File: src/rtl/i2c_watch_pkg.sv
package i2c_watch_pkg;

  // Line events found on the synchronised bus, valid for one cycle
  typedef struct packed {
    logic start;
    logic stop;
    logic scl_rise;
  } bus_evt_t;

endpackage

File: src/rtl/i2c_line_sync.sv
module i2c_line_sync #(
  parameter int STAGES = 2,
  parameter int LINES  = 2
) (
  input  logic             clk,
  input  logic             rst,
  input  logic [LINES-1:0] din,
  output logic [LINES-1:0] dout
);

  logic [LINES-1:0] pipe [STAGES];

  // The idle bus is pulled high, so every stage resets to 1
  always_ff @(posedge clk) begin
    if (rst) pipe[0] <= '1;
    else     pipe[0] <= din;
  end

  for (genvar s = 1; s < STAGES; s++) begin : g_stage
    always_ff @(posedge clk) begin
      if (rst) pipe[s] <= '1;
      else     pipe[s] <= pipe[s-1];
    end
  end

  assign dout = pipe[STAGES-1];

endmodule

File: src/rtl/i2c_cond_detect.sv
module i2c_cond_detect
  import i2c_watch_pkg::*;
(
  input  logic     clk,
  input  logic     rst,
  input  logic     sda,
  input  logic     scl,
  output bus_evt_t evt
);

  logic sda_q, scl_q;

  always_ff @(posedge clk) begin
    if (rst) begin
      sda_q <= 1'b1;
      scl_q <= 1'b1;
    end else begin
      sda_q <= sda;
      scl_q <= scl;
    end
  end

  // SCL must be high in both samples for a data edge to count as a condition
  always_comb begin
    evt.start    = sda_q && !sda && scl_q && scl;
    evt.stop     = !sda_q && sda && scl_q && scl;
    evt.scl_rise = !scl_q && scl;
  end

endmodule

File: src/rtl/i2c_addr_capture.sv
module i2c_addr_capture
  import i2c_watch_pkg::*;
#(
  parameter int ADDR_W = 7
) (
  input  logic              clk,
  input  logic              rst,
  input  logic              enable,
  input  bus_evt_t          evt,
  input  logic              sda,
  input  logic [ADDR_W-1:0] addr_a,
  input  logic              addr_a_en,
  input  logic [ADDR_W-1:0] addr_b,
  input  logic              addr_b_en,
  input  logic              gcall_en,
  output logic              hit_addr,
  output logic              hit_gcall
);

  localparam int BYTE_W = ADDR_W + 1;
  localparam int CNT_W  = $clog2(BYTE_W + 1);
  localparam logic [CNT_W-1:0] LAST_BIT = CNT_W'(BYTE_W - 1);

  logic              active;
  logic [CNT_W-1:0]  bit_cnt;
  logic [ADDR_W-1:0] shreg;
  logic              last_bit;
  logic [BYTE_W-1:0] first_byte;

  always_ff @(posedge clk) begin
    if (rst || !enable) begin
      active  <= 1'b0;
      bit_cnt <= '0;
      shreg   <= '0;
    end else if (evt.start) begin
      active  <= 1'b1;
      bit_cnt <= '0;
    end else if (evt.stop) begin
      active  <= 1'b0;
    end else if (evt.scl_rise && active) begin
      shreg   <= {shreg[ADDR_W-2:0], sda};
      bit_cnt <= bit_cnt + 1'b1;
      if (bit_cnt == LAST_BIT) active <= 1'b0;
    end
  end

  always_comb begin
    last_bit   = active && evt.scl_rise && (bit_cnt == LAST_BIT);
    first_byte = {shreg, sda};
    hit_addr   = last_bit &&
                 ((addr_a_en && (first_byte[BYTE_W-1:1] == addr_a)) ||
                  (addr_b_en && (first_byte[BYTE_W-1:1] == addr_b)));
    hit_gcall  = last_bit && gcall_en && (first_byte == '0);
  end

endmodule

File: src/rtl/i2c_addr_watch.sv
module i2c_addr_watch
  import i2c_watch_pkg::*;
#(
  parameter int ADDR_W      = 7,
  parameter int SYNC_STAGES = 2
) (
  input  logic              clk,
  input  logic              rst,
  input  logic              enable,
  input  logic              sda_in,
  input  logic              scl_in,
  input  logic [ADDR_W-1:0] addr_a,
  input  logic              addr_a_en,
  input  logic [ADDR_W-1:0] addr_b,
  input  logic              addr_b_en,
  input  logic              gcall_en,
  input  logic              busy_clr,
  output logic              busy,
  output logic              addr_match,
  output logic              gcall_match
);

  logic [1:0] line_s;
  logic       sda_s, scl_s;
  bus_evt_t   evt;
  logic       hit_addr, hit_gcall;
  logic       start_det, stop_det;

  i2c_line_sync #(.STAGES(SYNC_STAGES), .LINES(2)) u_sync (
    .clk  (clk),
    .rst  (rst),
    .din  ({sda_in, scl_in}),
    .dout (line_s)
  );

  assign sda_s = line_s[1];
  assign scl_s = line_s[0];

  i2c_cond_detect u_cond (
    .clk (clk),
    .rst (rst),
    .sda (sda_s),
    .scl (scl_s),
    .evt (evt)
  );

  assign start_det = evt.start;
  assign stop_det  = evt.stop;

  i2c_addr_capture #(.ADDR_W(ADDR_W)) u_cap (
    .clk       (clk),
    .rst       (rst),
    .enable    (enable),
    .evt       (evt),
    .sda       (sda_s),
    .addr_a    (addr_a),
    .addr_a_en (addr_a_en),
    .addr_b    (addr_b),
    .addr_b_en (addr_b_en),
    .gcall_en  (gcall_en),
    .hit_addr  (hit_addr),
    .hit_gcall (hit_gcall)
  );

  // Clearing wins over setting in the same cycle; a low line re-sets afterwards
  always_ff @(posedge clk) begin
    if (rst || !enable)            busy <= 1'b0;
    else if (stop_det || busy_clr) busy <= 1'b0;
    else if (!sda_s || !scl_s || start_det) busy <= 1'b1;
  end

  always_ff @(posedge clk) begin
    if (rst || !enable) begin
      addr_match  <= 1'b0;
      gcall_match <= 1'b0;
    end else if (start_det || stop_det) begin
      addr_match  <= 1'b0;
      gcall_match <= 1'b0;
    end else begin
      if (hit_addr)  addr_match  <= 1'b1;
      if (hit_gcall) gcall_match <= 1'b1;
    end
  end

endmodule

File: config.mk
export PLATFORM = sky130hd
export DESIGN_NAME = i2c_addr_watch
export DESIGN_NICKNAME = d
export VERILOG_FILES = /design/src/rtl/i2c_watch_pkg.sv /design/src/rtl/i2c_line_sync.sv /design/src/rtl/i2c_cond_detect.sv /design/src/rtl/i2c_addr_capture.sv /design/src/rtl/i2c_addr_watch.sv
export SDC_FILE = /design/constraint.sdc
export NUM_CORES = 1
export LEC_CHECK = 0
export BUFFER_PORTS_ARGS = -buffer_cell sky130_fd_sc_hd__buf_2
export CORE_ASPECT_RATIO = 0.6
export CORE_UTILIZATION = 40
export CTS_BUF_LIST = sky130_fd_sc_hd__clkbuf_2 sky130_fd_sc_hd__clkbuf_4 sky130_fd_sc_hd__clkbuf_8
export DETAILED_ROUTE_END_ITERATION = 10
export SLEW_MARGIN = 30
export SYNTH_ARGS = -nofsm -noshare
export SYNTH_HDL_FRONTEND = slang
export SYNTH_HIERARCHICAL = 1
export SYNTH_SLANG_ARGS = --single-unit
export TNS_END_PERCENT = 1
File: constraint.sdc
create_clock -name clk -period 2.18 [get_ports clk]
set_input_delay 0.109 -clock clk [delete_from_list [all_inputs] [get_ports clk]]
set_output_delay 0.109 -clock clk [all_outputs]
set_load 0.005 [all_outputs]
[Yosys cells after proc, flatten, opt, wreduce, memory -nomap -nowiden]
Memory sizes are Yosys's and may differ from the RTL's.
Index checks and enable logic that the tools add are counted.
Storage, ports and cells
  register bits: 17
  memory bits (writable): 4
  input bits: 23
  output and inout bits: 3
  word-level logic and storage cells: 60
  memories: 1
Operators by class
  add/sub/neg operators: 1
  equality and inequality tests: 3
  multiplexer cells: 9
  bitwise logic cells: 4
  reductions and logical operators: 34
Memories
  u_sync.pipe: words 2, width 2, read ports 2, clocked after memory_dff 0, write ports 2, line i2c_line_sync.sv:11  | logic [LINES-1:0] pipe [STAGES];
Operators with widths (number)
  $eq 7x7->1: 2
  $logic_and 1x1->1: 14
  $logic_not 8->1: 1
  $mux 1: 7
  $logic_or 1x1->1: 6
  $reduce_bool 3->1: 2
  $reduce_or 2->1: 3
  $logic_not 1->1: 5
  $add 4x1->4 const B: 1
  $eq 4x3->1 const B: 1
  $mux 2: 2
  $reduce_and 2->1: 2
  $reduce_and 3->1: 1
  $not 1->1: 2
  $or 1x1->1: 2

[Logic depth before layout (Yosys ltp)]
Gate-level depths: netlist (run 1).
  depth after elaboration: 6
  mapped depth: 7

[Cells and area by module]
Netlist (run 1), hierarchy kept.
By module, submodules not included
  i2c_addr_capture: instances 1, cells an instance 72, area an instance 680.7 um^2
  i2c_addr_watch: instances 1, cells an instance 9, area an instance 121.4 um^2
  i2c_line_sync: instances 1, cells an instance 8, area an instance 105.1 um^2
  i2c_cond_detect: instances 1, cells an instance 7, area an instance 81.3 um^2

[Worst setup path after synthesis (run 1)]
No wires, ideal clock.
  path type: register to register
  start: memory u_sync.pipe[1][1]
  end: register u_cap.shreg[1]
  setup time: 128 ps
  arrival time: 1384 ps
  required time: 2052 ps
  setup slack: 668 ps
  stages on the path, launching flop included: 8
  clock period less this slack: 1512 ps
  cells stage by stage: dfxtp_1 > and4b_1 > and3b_1 > buf_6 > nor2b_4 > buf_6 > mux2i_1 > nor2_1
RTL lines
  from (decl): line i2c_line_sync.sv:11
  to (signal assigned): line i2c_addr_capture.sv:41  | shreg <= {shreg[ADDR_W-2:0], sda};
  to (decl): line i2c_addr_capture.sv:26  | logic [ADDR_W-1:0] shreg;

==> impl_metrics.json, run 1 <==
{
  "end_kind": "register",
  "detail_route.wirelength_um": 1900,
  "clock_sinks": 21,
  "regArea_um2": 420,
  "avgViaCountPerCell": 4.84,
  "worst-endpoint-required_ns": 2.31,
  "clock_power_share_pct": 35.6,
  "post_synthesis_instance_total": 96,
  "data_arrival_time_at_the_worst_slack_endpoint_ns": 1.82,
  "tritoncts.num_buffers": 3,
  "relSlewSlack_pct": 69.2,
  "worst_setup_hold_path_clk_slew_ns": 0.07,
  "yosysSeqAreaShare_pct": 42.5,
  "yosys_warnings": 6,
  "floorplan.core_area_mm2": 0.00224,
  "first_global_vias": 607,
  "comb_power_share_pct": 7.8,
  "detail-route-antenna-nets": 0,
  "detail_route.wl_per_cell_um": 12.5,
  "min_path_type": "primary input to register",
  "tightest_slew_ns": 0.462,
  "grt_max_degree": 13,
  "rsz_0062_raised_after_global_routing": "no",
  "start_util_pct": 44.0,
  "detail_route.drc_violations": 0,
  "total_via_count_after_detailed_routing": 735,
  "number_of_antenna_violations_at_the_first_check_in_global_routing": 0,
  "multi_input_gate_area_in_the_final_layout_um2": 538,
  "design.final.nets": 147,
  "ios": 26,
  "net-switching-power_mw": 0.147,
  "std_cell_rows": 13,
  "clock_tree_buf_depth": 2,
  "diodes": 0,
  "stdcell_area_mm2": 0.00117,
  "port_buffers": 25,
  "ctsRootBufferMaster": "clkbuf_8",
  "vdd.ir_drop.worst_mv": 0.354,
  "netlist-cell-type-count": 25,
  "layout_overhead_on_the_synthesized_area_pct": 18.5,
  "finalMaxSlewViolations": 0,
  "setup-tns-final_ns": 0,
  "finalCriticalPeriod_ns": 1.70,
  "floorplan.die_area_mm2": 0.00268,
  "num-fill-cells": 222,
  "synth_area_per_cell_um2": 10.3,
  "cts_tree": "built",
  "cts_resized": 0,
  "critical_path_class": "register to register",
  "synth.ff_latch_count": 21,
  "post_cts_buffers": 0,
  "finalClockSkew_ns": 0.00211,
  "sequentialPowerShare_pct": 56.6,
  "drtIter0Drc": 40,
  "cp_max_fo": 7,
  "power_per_cell_area_mw_per_mm2": 590,
  "status": "complete, no violations",
  "placedInstanceArea_mm2": 0.00112,
  "clock_latency_ns": 0.25,
  "first_pass_grt_wire_length_um": 3040,
  "static-leakage-power_nw": 0.489,
  "synth.cell_area_um2": 988,
  "cts_htree_levels": 1,
  "finalSetupViolations": 0,
  "hold_buffers": 0,
  "finalCritPeriodShare_pct": 77.9,
  "max_cap_viol_count": 0,
  "switching_share_of_power_pct": 21.2,
  "overflow": 0,
  "floorplan.die.width_um": 66.2,
  "share_of_cells_above_drive_strength_1_pct": 26.2,
  "place_congestion": 0.710,
  "crit_path_launch_type": "register",
  "maxClockFrequency_ghz": 0.589,
  "hold_viol_final": 0,
  "synth_fp_nets": 120,
  "internal_power_mw": 0.545,
  "fp.dieH_um": 40.5,
  "first_pass_iters": 4,
  "grt_util_overall_pct": 16.4
}
## final cells by class
class                           count  share of cell area, %
Inverter                            1                  0.321
Sequential cell                    21                   35.9
Clock inverter                      1                  0.427
Multi-Input combinational cell     71                   45.9
Tap cell                           30                   3.21
Timing Repair Buffer               25                   10.7
Clock buffer                        3                   3.53
## logic make-up (layout without fill, tap and decap cells)
kind of cell	count (synthesis)	count (layout)	synth area share, %
muxes	8	8	8.10
buffers and inverters	4	30	3.04
AOI/OAI and AO/OA	4	4	2.66
and+or+nand+nor	41	41	27.3
xor gates and xnor gates	17	17	15.1
DFF	21	21	42.5
adders and majority gates	1	1	1.27
## worst paths after layout
check / to / from / depth (start not counted) / slack [ns]
max: u_cap/shreg[5] / u_sync/pipe[1][1] / 5 / 0.48
min: busy / busy_clr / 2 / 0.01
max reg2reg: u_cap/shreg[5] / u_sync/pipe[1][1] / 5 / 0.48
min reg2reg: u_sync/pipe[1][1] / u_sync/pipe[0][1] / 1 / 0.41
## worst max-delay path: stages (launching register included)
cell and delay (ns):
dfxtp_1 0.35, and4b_1 0.24, and3b_1 0.35, nor2b_4 0.34
mux2i_1 0.22, nor2_1 0.06
## cell usage in the layout, fill, tap and decap left out
cell type / Yosys / final
clkbuf_8: 0 / 3
or2_1: 7 / 7
nand4_1: 4 / 4
nand4bb_1: 1 / 1
and4b_1: 2 / 2
nand2b_1: 2 / 2
clkinv_2: 0 / 1
and3b_1: 1 / 1
nor4_1: 5 / 5
and2b_2: 1 / 1
mux2i_1: 8 / 8
inv_1: 1 / 1
dfxtp_1: 21 / 21
ha_1: 1 / 1
nor2b_4: 1 / 1
nor4bb_1: 1 / 1
a21oi_1: 1 / 1
xor2_1: 14 / 14
a31oi_1: 1 / 1
o21a_1: 2 / 2
nor3_1: 4 / 4
nand2_1: 1 / 1
buf_2: 0 / 25
nor4b_4: 1 / 1
nor2_1: 10 / 10
xnor2_1: 3 / 3
## through the flow
| step | setup slack (ns) | total power, mW | hold slack [ns] | instances | util, % |
|---|---|---|---|---|---|
| 3_5_place_dp | 0.513 | 0.455 | 0.287 | 148 | 50.1 |
| 3_3_place_gp | 0.530 | 0.453 | 0.281 | 148 | 50.1 |
| 4_1_cts | 0.490 | 0.703 | 0.0127 | 152 | 52.2 |
| 5_1_grt | 0.355 | 0.728 | 0.0134 | 152 | 52.2 |
| 2_1_floorplan | 0.668 | 0.426 | 0.186 | 96 | - |
| 6_report | 0.482 | 0.691 | 0.0113 | 152 | 52.2 |
## power groups by stage
stage,clock network (mW),registers (mW),logic [mW]
finish,0.246,0.391,0.0536
CTS,0.257,0.391,0.0544
floorplan,0,0.400,0.0261
global placement,0,0.400,0.0531
detailed placement,0,0.400,0.0543
global route,0.274,0.392,0.0612
## cells in the mapped netlist
| library cell | n | area [µm²] |
|---|---|---|
| nand2b_1 | 2 | 12.5 |
| ha_1 | 1 | 12.5 |
| nand4_1 | 4 | 25.0 |
| a21oi_1 | 1 | 5.00 |
| o21a_1 | 2 | 15.0 |
| and3b_1 | 1 | 8.76 |
| and2b_2 | 1 | 8.76 |
| buf_6 | 2 | 22.5 |
| nor3_1 | 4 | 20.0 |
| nor4bb_1 | 1 | 10.0 |
| nand4bb_1 | 1 | 11.3 |
| nor2_1 | 10 | 37.5 |
| a31oi_1 | 1 | 6.26 |
| or2_1 | 7 | 43.8 |
| inv_1 | 1 | 3.75 |
| mux2i_1 | 8 | 80.1 |
| xnor2_1 | 3 | 26.3 |
| nor2b_4 | 1 | 13.8 |
| clkbuf_1 | 1 | 3.75 |
| dfxtp_1 | 21 | 420 |
| nor4b_4 | 1 | 23.8 |
| xor2_1 | 14 | 123 |
| and4b_1 | 2 | 20.0 |
| nor4_1 | 5 | 31.3 |
| nand2_1 | 1 | 3.75 |
## state kept, by name, summed over array words and instances, names as in the netlist
register and count:
u_cap/shreg 7, u_cap/bit_cnt 4, u_cond/sda_q 1, u_cap/active 1, u_sync/pipe 4, u_cond/scl_q 1, busy 1, addr_match 1
gcall_match 1
## per-layer routing
metal	part of all wire, %	vias to the layer above	GRT usage [%]
met5	0	-	0
met3	3.4	2	5.97
li1	-	384	-
met4	0.32	0	3.19
met1	54	337	24.5
met2	42	12	21.4
No activity file was read; power rests on OpenSTA's default activity.
==> run 2, diff against run 1 <==
- clock period: 2.18 -> 1.6 ns (I/O delays scaled with it)
==> impl_metrics.json, run 2 (same netlist as run 1, synthesis figures left out) <==
{
  "fp.dieH_um": 40.5,
  "worst_setup_hold_path_clk_slew_ns": 0.08,
  "status": "complete, no violations",
  "critical_path.cell_chain": "and4b_1, and3b_1, nor2b_4, buf_12, mux2i_1, nor2_1",
  "stdcell_area_mm2": 0.00127,
  "hold-path-cell-count": 3,
  "floorplan.die.width_um": 66.2,
  "place_congestion": 0.668,
  "maxClockFrequency_ghz": 0.684,
  "clock_latency_ns": 0.26,
  "min_path_type": "primary input to register",
  "critical_path_class": "register to register",
  "first_pass_grt_wire_length_um": 3020,
  "detail_route.drc_violations": 0,
  "data_arrival_time_at_the_worst_slack_endpoint_ns": 1.60,
  "finalSetupViolations": 0,
  "setup-tns-final_ns": 0,
  "clock_power_share_pct": 36.2,
  "first_global_vias": 625,
  "total_via_count_after_detailed_routing": 779,
  "rsz_0062_raised_after_global_routing": "no",
  "clock_tree_buf_depth": 2,
  "critical_path_s_largest_stage_delay_ns": 0.36,
  "grt_util_overall_pct": 16.2,
  "power_per_cell_area_mw_per_mm2": 761,
  "clock_sinks": 21,
  "largest_register_by_flop_count": "u_cap/shreg",
  "most_frequent_standard_cell_in_the_layout_excluding_fill_and_tap_cells": "buf_2",
  "detail_route.wl_per_cell_um": 12.4,
  "ctsRootBufferMaster": "clkbuf_8",
  "utilization_after_layout_pct": 56.5,
  "end_kind": "register",
  "flip_flop_count_of_the_largest_register_after_layout": 7,
  "relSlewSlack_pct": 66.3,
  "port_buffers": 25,
  "beginning_of_the_critical_path": "u_sync/pipe[1][1]",
  "r2r_path_start": "u_sync/pipe[1][1]",
  "layout_overhead_on_the_synthesized_area_pct": 28.4,
  "static-leakage-power_nw": 0.537,
  "top_regs": "u_cap/shreg x7, u_cap/bit_cnt x4, u_sync/pipe x4",
  "drtIter0Drc": 46,
  "cts_htree_levels": 1,
  "worstHoldStart": "enable",
  "cts_tree": "built",
  "worst-endpoint-required_ns": 1.74,
  "end_of_the_worst_register_to_register_path": "u_cap/shreg[2]",
  "finalClockSkew_ns": 0.00352,
  "regToRegSetupSlack_ns": 0.14,
  "vdd.ir_drop.worst_mv": 0.513,
  "avgViaCountPerCell": 4.81,
  "finalCritPeriodShare_pct": 91.3,
  "switching_share_of_power_pct": 22.1,
  "number_of_antenna_violations_at_the_first_check_in_global_routing": 0,
  "std_cell_rows": 13,
  "hold_viol_final": 0,
  "net-switching-power_mw": 0.213,
  "start_util_pct": 44.0,
  "detail-route-antenna-nets": 0,
  "r2r_cells": 6,
  "placedInstanceArea_mm2": 0.00116,
  "tritoncts.num_buffers": 3,
  "grt_max_degree": 14,
  "ios": 26,
  "finalMaxSlewViolations": 0,
  "min_to": "busy",
  "floorplan.die_area_mm2": 0.00268,
  "share_of_cells_above_drive_strength_1_pct": 29.5,
  "max_cap_viol_count": 0,
  "floorplan.core_area_mm2": 0.00224,
  "post-dp-hpwl_um": 1580,
  "sequentialPowerShare_pct": 55.3,
  "layout.cells.most_common_list": "buf_2 (25), dfxtp_1 (21), xor2_1 (14)",
  "diodes": 0,
  "crit_path_launch_type": "register",
  "first_pass_iters": 4,
  "overflow": 0,
  "internal_power_mw": 0.752,
  "timing.critical_path.slowest_stage_cell": "dfxtp_1",
  "cp_max_fo": 6,
  "design.final.nets": 157,
  "tightest_slew_ns": 0.506,
  "detail_route.wirelength_um": 2010,
  "finalCriticalPeriod_ns": 1.46,
  "comb_power_share_pct": 8.5
}
==> run 2: power groups by stage <==
stage               clock [mW]  combinational (mW)  sequential [mW]
floorplan                    0              0.0355            0.545
global placement             0              0.0745            0.546
detailed placement           0              0.0767            0.546
CTS                      0.356              0.0824            0.534
global route             0.389              0.0899            0.534
finish                   0.350              0.0817            0.534
==> run 2: how the worst max path moves through the flow <==
stage / endpoint / slack (ns)
6_report: u_cap/shreg[2] / 0.14
5_1_grt: u_cap/bit_cnt[3] / 0.02
4_1_cts: u_cap/shreg[4] / 0.07
3_5_place_dp: u_cap/shreg[4] / 0.1
3_3_place_gp: u_cap/shreg[1] / 0.12
2_1_floorplan: u_cap/shreg[1] / 0.09
==> run 2: worst max-delay path, delay by kind of cell (launching register included) <==
family / cells / cell delay, ns
multiplexers: 1 / 0.19
buffers and inverters: 1 / 0.13
AND/OR/NAND/NOR: 4 / 0.66
flip-flops: 1 / 0.36
==> run 2: per-layer routing <==
metal | routed length, µm | track usage [%] | vias to the layer above
met5 | 0 | 0 | -
met4 | 17 | 3.19 | 0
met3 | 81 | 6.82 | 5
met2 | 854 | 23.7 | 14
met1 | 1060 | 22.2 | 349
li1 | - | - | 411
==> run 2: cell type report <==
type | count | area (µm²)
clock buffers | 3 | 41.3
clock inverters | 1 | 7.51
fillers | 201 | 976
inverters | 1 | 3.75
multi-input cells | 71 | 538
flip-flops and latches | 21 | 420
well taps | 30 | 37.5
repair buffers | 35 | 220
==> run 2: through the flow <==
step	hold slack, ns	worst slack [ns]	total power, mW	instances
floorplan	0.157	0.0879	0.580	96
global placement	0.245	0.115	0.620	153
detailed placement	0.247	0.0985	0.623	153
CTS	0.0785	0.0734	0.972	160
global route	0.0993	0.0214	1.01	162
finish	0.0768	0.139	0.965	162
==> run 2: timing repair <==
action / in CTS / in global routing
hold buffers: 3 / 0
resized for setup: 0 / 0
hold endpoints to repair: 3 / 0
setup buffers: 0 / 2
endpoints found under the setup margin: 0 / 5
